**src/rtl/pbrk_pkg.sv**
```systemverilog
// Package: shared widths and register layout of the prefetch breakpoint.
// Assumes the address width is a whole number of bytes.
package pbrk_pkg;
    localparam int ADDR_W   = 24;   // prefetch address width
    localparam int NORM_W   = 16;   // compared width in normal mode
    localparam int DATA_W   = 8;    // register port width
    localparam int FLAG_BIT = 7;    // control: match flag
    localparam int EN_BIT   = 6;    // control: break enable
endpackage

```
**src/rtl/pbrk_regs.sv**
```systemverilog
// Module: holds the break address bytes and the enable bit.
// Assumes ADDR_W is a multiple of DATA_W; the control register sits at
// the offset just past the address bytes.
module pbrk_regs #(
    parameter int ADDR_W = pbrk_pkg::ADDR_W,
    parameter int DATA_W = pbrk_pkg::DATA_W,
    parameter int EN_BIT = pbrk_pkg::EN_BIT,
    localparam int NBYTES = ADDR_W / DATA_W,
    localparam int SEL_W  = $clog2(NBYTES + 1)
) (
    input  logic              clk,
    input  logic              rst_n,
    input  logic              reg_wr,
    input  logic [SEL_W-1:0]  reg_sel,
    input  logic [DATA_W-1:0] reg_wdata,
    output logic [ADDR_W-1:0] brk_addr,
    output logic              en_q
);
    localparam logic [SEL_W-1:0] CTRL_OFS = SEL_W'(NBYTES);

    for (genvar i = 0; i < NBYTES; i++) begin : g_byte
        logic [DATA_W-1:0] byte_q;
        // Purpose: store one address byte on a write to its offset.
        always_ff @(posedge clk) begin
            if (!rst_n) begin
                byte_q <= '0;
            end else if (reg_wr && reg_sel == SEL_W'(i)) begin
                byte_q <= reg_wdata;
            end
        end
        if (i == 0) begin : g_low
            assign brk_addr[DATA_W-1:0] = {byte_q[DATA_W-1:1], 1'b0};
        end else begin : g_high
            assign brk_addr[i*DATA_W +: DATA_W] = byte_q;
        end
    end

    // Purpose: hold the break enable bit of the control register.
    always_ff @(posedge clk) begin
        if (!rst_n) begin
            en_q <= 1'b0;
        end else if (reg_wr && reg_sel == CTRL_OFS) begin
            en_q <= reg_wdata[EN_BIT];
        end
    end
endmodule

```
**src/rtl/pbrk_cmp.sv**
```systemverilog
// Module: qualified address compare of the prefetch bus.
// Bit 0 never takes part in the compare. In normal mode bits at and above
// NORM_W are also left out. The output is combinational.
module pbrk_cmp #(
    parameter int ADDR_W = pbrk_pkg::ADDR_W,
    parameter int NORM_W = pbrk_pkg::NORM_W
) (
    input  logic              pf_valid,
    input  logic [ADDR_W-1:0] pf_addr,
    input  logic [ADDR_W-1:0] brk_addr,
    input  logic              en,
    input  logic              mode_adv,
    output logic              hit
);
    logic [ADDR_W-1:0] care;
    logic [ADDR_W-1:0] diff;

    for (genvar b = 0; b < ADDR_W; b++) begin : g_bit
        if (b == 0) begin : g_b0
            assign care[b] = 1'b0;
        end else if (b < NORM_W) begin : g_norm
            assign care[b] = 1'b1;
        end else begin : g_adv
            assign care[b] = mode_adv;
        end
        assign diff[b] = care[b] & (pf_addr[b] ^ brk_addr[b]);
    end

    // Purpose: a strobed, enabled prefetch with no compared difference hits.
    always_comb begin
        hit = pf_valid && en && (diff == '0);
    end
endmodule

```
**src/rtl/pbrk_flag.sv**
```systemverilog
// Module: sticky match flag with read-as-one then write-zero clearing.
// A hit in the same cycle as a clearing write keeps the flag set.
module pbrk_flag (
    input  logic clk,
    input  logic rst_n,
    input  logic hit,
    input  logic rd_ctrl,
    input  logic wr_ctrl,
    input  logic wr_flag_bit,
    output logic flag_q
);
    logic arm_q;

    // Purpose: remember that software has seen the flag as 1.
    always_ff @(posedge clk) begin
        if (!rst_n) begin
            arm_q <= 1'b0;
        end else if (wr_ctrl) begin
            arm_q <= 1'b0;
        end else if (rd_ctrl && flag_q) begin
            arm_q <= 1'b1;
        end
    end

    // Purpose: set on a hit, clear only on an armed zero-write.
    always_ff @(posedge clk) begin
        if (!rst_n) begin
            flag_q <= 1'b0;
        end else if (hit) begin
            flag_q <= 1'b1;
        end else if (wr_ctrl && !wr_flag_bit && arm_q) begin
            flag_q <= 1'b0;
        end
    end
endmodule

```
**src/rtl/pbrk_top.sv**
```systemverilog
// Module: top of the prefetch address breakpoint.
// Assumes a single-cycle register port with a combinational read path.
// irq is a level output with no mask input.
module pbrk_top #(
    parameter int ADDR_W = pbrk_pkg::ADDR_W,
    parameter int NORM_W = pbrk_pkg::NORM_W,
    parameter int DATA_W = pbrk_pkg::DATA_W,
    localparam int NBYTES = ADDR_W / DATA_W,
    localparam int SEL_W  = $clog2(NBYTES + 1)
) (
    input  logic              clk,
    input  logic              rst_n,
    input  logic              pf_valid,
    input  logic [ADDR_W-1:0] pf_addr,
    input  logic              mode_adv,
    input  logic [SEL_W-1:0]  reg_sel,
    input  logic              reg_wr,
    input  logic              reg_rd,
    input  logic [DATA_W-1:0] reg_wdata,
    output logic [DATA_W-1:0] reg_rdata,
    output logic              irq
);
    localparam logic [SEL_W-1:0] CTRL_OFS = SEL_W'(NBYTES);

    logic [ADDR_W-1:0] brk_addr;
    logic              en_q;
    logic              flag_q;
    logic              hit;
    logic              sel_ctrl;

    assign sel_ctrl = (reg_sel == CTRL_OFS);

    pbrk_regs #(.ADDR_W(ADDR_W), .DATA_W(DATA_W)) regs_i (
        .clk(clk), .rst_n(rst_n), .reg_wr(reg_wr), .reg_sel(reg_sel),
        .reg_wdata(reg_wdata), .brk_addr(brk_addr), .en_q(en_q)
    );

    pbrk_cmp #(.ADDR_W(ADDR_W), .NORM_W(NORM_W)) cmp_i (
        .pf_valid(pf_valid), .pf_addr(pf_addr), .brk_addr(brk_addr),
        .en(en_q), .mode_adv(mode_adv), .hit(hit)
    );

    pbrk_flag flag_i (
        .clk(clk), .rst_n(rst_n), .hit(hit),
        .rd_ctrl(reg_rd && sel_ctrl), .wr_ctrl(reg_wr && sel_ctrl),
        .wr_flag_bit(reg_wdata[pbrk_pkg::FLAG_BIT]), .flag_q(flag_q)
    );

    // Purpose: read mux over the address bytes and the control register.
    always_comb begin
        reg_rdata = '0;
        for (int i = 0; i < NBYTES; i++) begin
            if (reg_sel == SEL_W'(i)) reg_rdata = brk_addr[i*DATA_W +: DATA_W];
        end
        if (sel_ctrl) begin
            reg_rdata[pbrk_pkg::FLAG_BIT] = flag_q;
            reg_rdata[pbrk_pkg::EN_BIT]   = en_q;
        end
    end

    // Purpose: unmaskable request while a flagged hit is enabled.
    always_comb begin
        irq = flag_q && en_q;
    end
endmodule

```
**config.mk**
```make
export PLATFORM = sky130hd
export DESIGN_NAME = pbrk_top
export DESIGN_NICKNAME = d
export VERILOG_FILES = /design/src/rtl/pbrk_pkg.sv /design/src/rtl/pbrk_regs.sv /design/src/rtl/pbrk_cmp.sv /design/src/rtl/pbrk_flag.sv /design/src/rtl/pbrk_top.sv
export SDC_FILE = /design/constraint.sdc
export NUM_CORES = 1
export LEC_CHECK = 0
export BUFFER_PORTS_ARGS = -buffer_cell sky130_fd_sc_hd__buf_2
export CORE_ASPECT_RATIO = 0.7
export CORE_UTILIZATION = 41
export DETAILED_ROUTE_END_ITERATION = 8
export GPL_ROUTABILITY_DRIVEN = 0
export PLACE_DENSITY = 0.67
export SETUP_SLACK_MARGIN = 0.4
export SLEW_MARGIN = 15
export SYNTH_ARGS = -nofsm -noshare
export SYNTH_HDL_FRONTEND = slang
export SYNTH_SLANG_ARGS = --single-unit
```
**constraint.sdc**
```tcl
create_clock -name clk -period 2.5 [get_ports clk]
set_input_delay 0.375 -clock clk [delete_from_list [all_inputs] [get_ports clk]]
set_output_delay 0.375 -clock clk [all_outputs]
set_load 0.01 [all_outputs]
```
== Word-level counts from Yosys, hierarchy flattened ==
Cells that the tools add are included.
Cells by class
  bitwise logic cells: 32
  multipliers: 0
  equal/unequal tests: 3
  order comparisons: 0
  div/mod/pow operators: 0
  shift-type cells: 0
  muxes and demuxes: 6
  reduce and logical (&&, ||, !) cells: 16
  $add $sub $neg: 0
Operators by type and width (number)
  24-bit logical NOT: 1
  8-bit 2-to-1 mux: 3
  1-bit XOR: 23
  1-bit logical AND: 11
  1-bit AND: 8
  2-bit equality test, second input constant: 2
  2-bit by 1-bit equality test with 1-bit output, second input constant: 1
  2-bit logical NOT: 1
  1-bit 2-to-1 mux: 2
  2-bit 2-to-1 mux: 1
  2-bit nonzero test: 1
  2-bit OR reduction: 1
  1-bit logical NOT: 1
  1-bit inverter: 1
Storage, ports and cells
  flip-flop bits (word level): 27
  bits of input ports: 40
  output and inout bits: 9
  latch bits: 0
  memory bits (writable): 0
  memories: 0
  logic and storage cells: 63
  ROM bits: 0

== Longest topological paths before layout ==
  word-level depth: 6
  depth in mapped cells: 5
  depth with buffers taken out: 4

== Cells and area by module ==
A second synthesis with hierarchy kept.
Unflattened totals
  cells, all modules: 152
  area total of the unflattened synthesis: 1450.1 µm²
Modules (own cells, without submodules)
  pbrk_regs: seq. area each 480.5 µm², area each 913.4 µm², times used 1, cells an instance 92
  pbrk_cmp: seq. area each 0.0 µm², area each 257.7 µm², times used 1, cells an instance 33
  pbrk_top: seq. area each 0.0 µm², area each 205.2 µm², times used 1, cells an instance 20
  pbrk_flag: seq. area each 40.0 µm², area each 73.8 µm², times used 1, cells an instance 7

== Worst setup path before layout ==
OpenSTA, ideal clock, no wires.
  path kind: input-to-output
  from: input port reg_sel[0]
  to: output port reg_rdata[6]
  arrival: 1.047 ns
  required time: 2.125 ns
  buffers on the path: 1
  cell stages on the path: 2
  path slack: 1.078 ns
  cell sequence: buf_6 -> mux4_2
On the way
  cells in the longest elaborated chain, start to end: 5
  elaborated cells on any way between the ends: 8
  those cells by class: eq/ne: 3; mux: 4; reduce/logical: 1
RTL lines
  start: declaration: RTL line pbrk_top.sv:16  | input logic [SEL_W-1:0] reg_sel,
  2-bit logical NOT: RTL line pbrk_top.sv:53  | if (reg_sel == SEL_W'(i)) reg_rdata = brk_addr[i*DATA_W +: DATA_W];
  8-bit 2-to-1 mux (3 in a row): RTL line pbrk_top.sv:53
  2-bit 2-to-1 mux (*): RTL line pbrk_top.sv:55  | if (sel_ctrl) begin
  end: declaration: RTL line pbrk_top.sv:20  | output logic [DATA_W-1:0] reg_rdata,
Every way passes the cells marked *; elsewhere a longest branch is shown, timed or not.

== Worst setup path after layout ==
  from: input port reg_sel[1]
  to: output port reg_rdata[4]
On the way
  cells in the longest elaborated chain, start to end: 4
  elaborated cells on any way between the ends: 6
  those cells by class: eq/ne: 2; mux: 3; reduce/logical: 1
RTL lines (RTL line)
  2-bit logical NOT: pbrk_top.sv:53
  8-bit 2-to-1 mux (2 in a row): pbrk_top.sv:53
  8-bit 2-to-1 mux (*): pbrk_top.sv:53
Marks and branches as above.

==> flow_metrics.tcl <==
set metrics [dict create \
    hold_slack_ps 360 \
    num_rows 17 \
    synth-seq-area-share 0.358 \
    setup_violations 0 \
    tns_ps 0 \
    cts_tree "built" \
    synth_cell_types 24 \
    tightest_slew_ps 493 \
    power.density_nw_per_um2 458 \
    grt_pass1_vias 1249 \
    period_share 0.710 \
    synth_area_um2 1460 \
    slowest_stage "nor2b_4" \
    ys_async_sr_fraction 0 \
    wl_per_cell_um 14.4 \
    fin_worst_skew_ps 1.61 \
    required_ps 2120 \
    synth_flop_cell "dfxtp_1" \
    switching_share 0.255 \
    finalInstanceArea_um2 1760 \
    vdd_drop_max_v 0.000269 \
    clock_sinks 26 \
    comb_power_share 0.168 \
    netlist_instances 162 \
    critPathArrivalTime_ps 1400 \
    hpwlAfterDp_um 2790 \
    cts_made_buffers 3 \
    ys_top_cells_by_area "dfxtp_1 36%, xor2_1 14%, mux2i_1 8.9%" \
    insertion_delay_ps 260 \
    crit_path_frequent_cell "buf_2" \
    clk_pin_slew_worst_paths_ps 80 \
    core_area_um2 3250 \
    grt_overflow 0 \
    layout-drive-gt1-share 0.277 \
    wl_um 3650 \
    synth_area_per_cell_um2 8.98 \
    finalMaxSlewViolations 0 \
    grt_max_degree 28 \
    synth_top_area_share 0.358 \
    clk_path_buf_depth 2 \
    dieArea_um2 3800 \
    drtAntennaViolNets 0 \
    max_freq_ghz 0.563 \
    maxCapViolations 0 \
    seq_power_share 0.546 \
    finalCoreUtilization 0.539 \
    max_slew_margin 0.669 \
    power_frac_clock 0.286 \
    syn_to_final_growth_pct 20.6 \
    port_buffers 47 \
    vias 1295 \
    drt_first_iter_violations 55 \
    die_w_um 73.2 \
    synth_common_cells "26 x dfxtp_1, 23 x nand2_1, 23 x xor2_1, 18 x nand3_1" \
    vias_per_cell 5.12 \
    cpPeakStageDelay_ps 380 \
    placed_area_um2 1710 \
    switching_power_mw 0.205 \
    outcome "finished clean" \
    power.static_leakage_nw 0.766 \
    crit_path_max_fanout 15 \
    drc_errors 0 \
    antenna_found_initial 0 \
    end_kind "output port" \
    synth_edf_count 0 \
    antenna_cells 0 \
    rsz0062_at_grt "false" \
    internal_power_mw 0.599 \
    ys_ff_latch 26 \
    postCtsSetupRepairBufs 0 \
    holdBufCountCts 0 \
    postSynthNetCount 202 \
    grt_pass1_wl_um 5840 \
    cts_resized 0 \
    period_needed_ps 1780 \
    power.total_mw 0.805 \
    clock-root-buffer "clkbuf_8" \
    min_path_type "input pin to register" \
    yosys_warnings 0 \
    nets 248 \
    track_usage 0.208 \
    dr.pass1.iters 4 \
    die_h_um 51.8 \
    path_buf_inv 2 \
    ios 49 \
    htreeDepth 1 \
    critPathKind "input pin to output port" \
    path_cells "buf_2, nor2b_4, nand2_1, o21ai_0, buf_2" \
    critPathLaunchType "input pin" \
    yosys.area.top_type "dfxtp_1" \
    critical-path-top-delay-family "simple AND/OR/NAND/NOR gates" \
    yosysMostFrequentCell "dfxtp_1" \
    initial_utilization 0.447 \
    hold_violations 0 \
]
final cells by class:
type                            instances  area, µm²
Fill cell                             320       1500
Multi-Input combinational cell        126        873
Sequential cell                        26        520
Timing Repair Buffer                   50        258
Tap cell                               47       58.8
Clock buffer                            3       41.3
Inverter                                1       3.75
flip-flops by register name (all words and copies together) (netlist names):
signal / count
flag_i.arm_q: 1
flag_i.flag_q: 1
regs_i.en_q: 1
regs_i.g_byte.byte_q: 23
through the flow:
stage / setup WS, ps / std cells
global placement: 747 / 250
finish: 724 / 253
detailed placement: 713 / 250
CTS: 713 / 253
floorplan: 1080 / 162
global route: 634 / 253
power by group through the flow:
stage | clock [mW] | combinational, mW | sequential [mW]
after floorplan | 0 | 0.0805 | 0.445
final | 0.230 | 0.136 | 0.439
after global placement | 0 | 0.131 | 0.448
after global routing | 0.258 | 0.149 | 0.441
after CTS | 0.239 | 0.135 | 0.439
after detailed placement | 0 | 0.135 | 0.449
final timing paths:
check	startpoint	end	slack, ps	cells past startpoint
setup / recovery	reg_sel[1]	reg_rdata[4]	720	5
hold / removal	reg_wdata[0]	regs_i.g_byte[2].byte_q[0]	360	3
setup reg to reg	regs_i.g_byte[0].byte_q[3]	flag_i.flag_q	1130	4
hold reg to reg	flag_i.arm_q	flag_i.arm_q	470	2
metal layers:
metal / share of wire / global-route usage
met1: 0.49 / 0.278
met2: 0.45 / 0.344
met3: 0.052 / 0.0484
met4: 0.0096 / 0.0425
met5: 0 / 0
cells by family (layout without fill, tap and decap cells):
family	Yosys count	count (layout)	share of synthesized area
buffers and inverters	10	54	0.0421
AOI/OAI and AO/OA	26	26	0.124
and+or+nand+nor	62	62	0.218
DFF	26	26	0.358
xor gates and xnor gates	23	23	0.138
muxes	15	15	0.120
worst register-to-register path, delay by kind of cell (launching register included):
kind	cells	cell delay, ps
simple gates	2	640
compound gates	1	160
flops	1	340
xor+xnor	1	170
cell usage in the layout (no fill, tap or decap), drive strengths merged:
| cell type | netlist | routed |
|---|---|---|
| inv | 1 | 1 |
| nand3 | 18 | 18 |
| clkbuf | 2 | 3 |
| a22o | 1 | 1 |
| nand4 | 2 | 2 |
| xor2 | 23 | 23 |
| dfxtp | 26 | 26 |
| nor3b | 1 | 1 |
| a21boi | 17 | 17 |
| o311ai | 1 | 1 |
| a21oi | 1 | 1 |
| mux2i | 13 | 13 |
| nor4 | 6 | 6 |
| and2 | 1 | 1 |
| o21ai | 6 | 6 |
| nand2 | 24 | 24 |
| buf | 7 | 50 |
| mux4 | 2 | 2 |
| nor2b | 10 | 10 |
(Power assumes the default switching activity.)
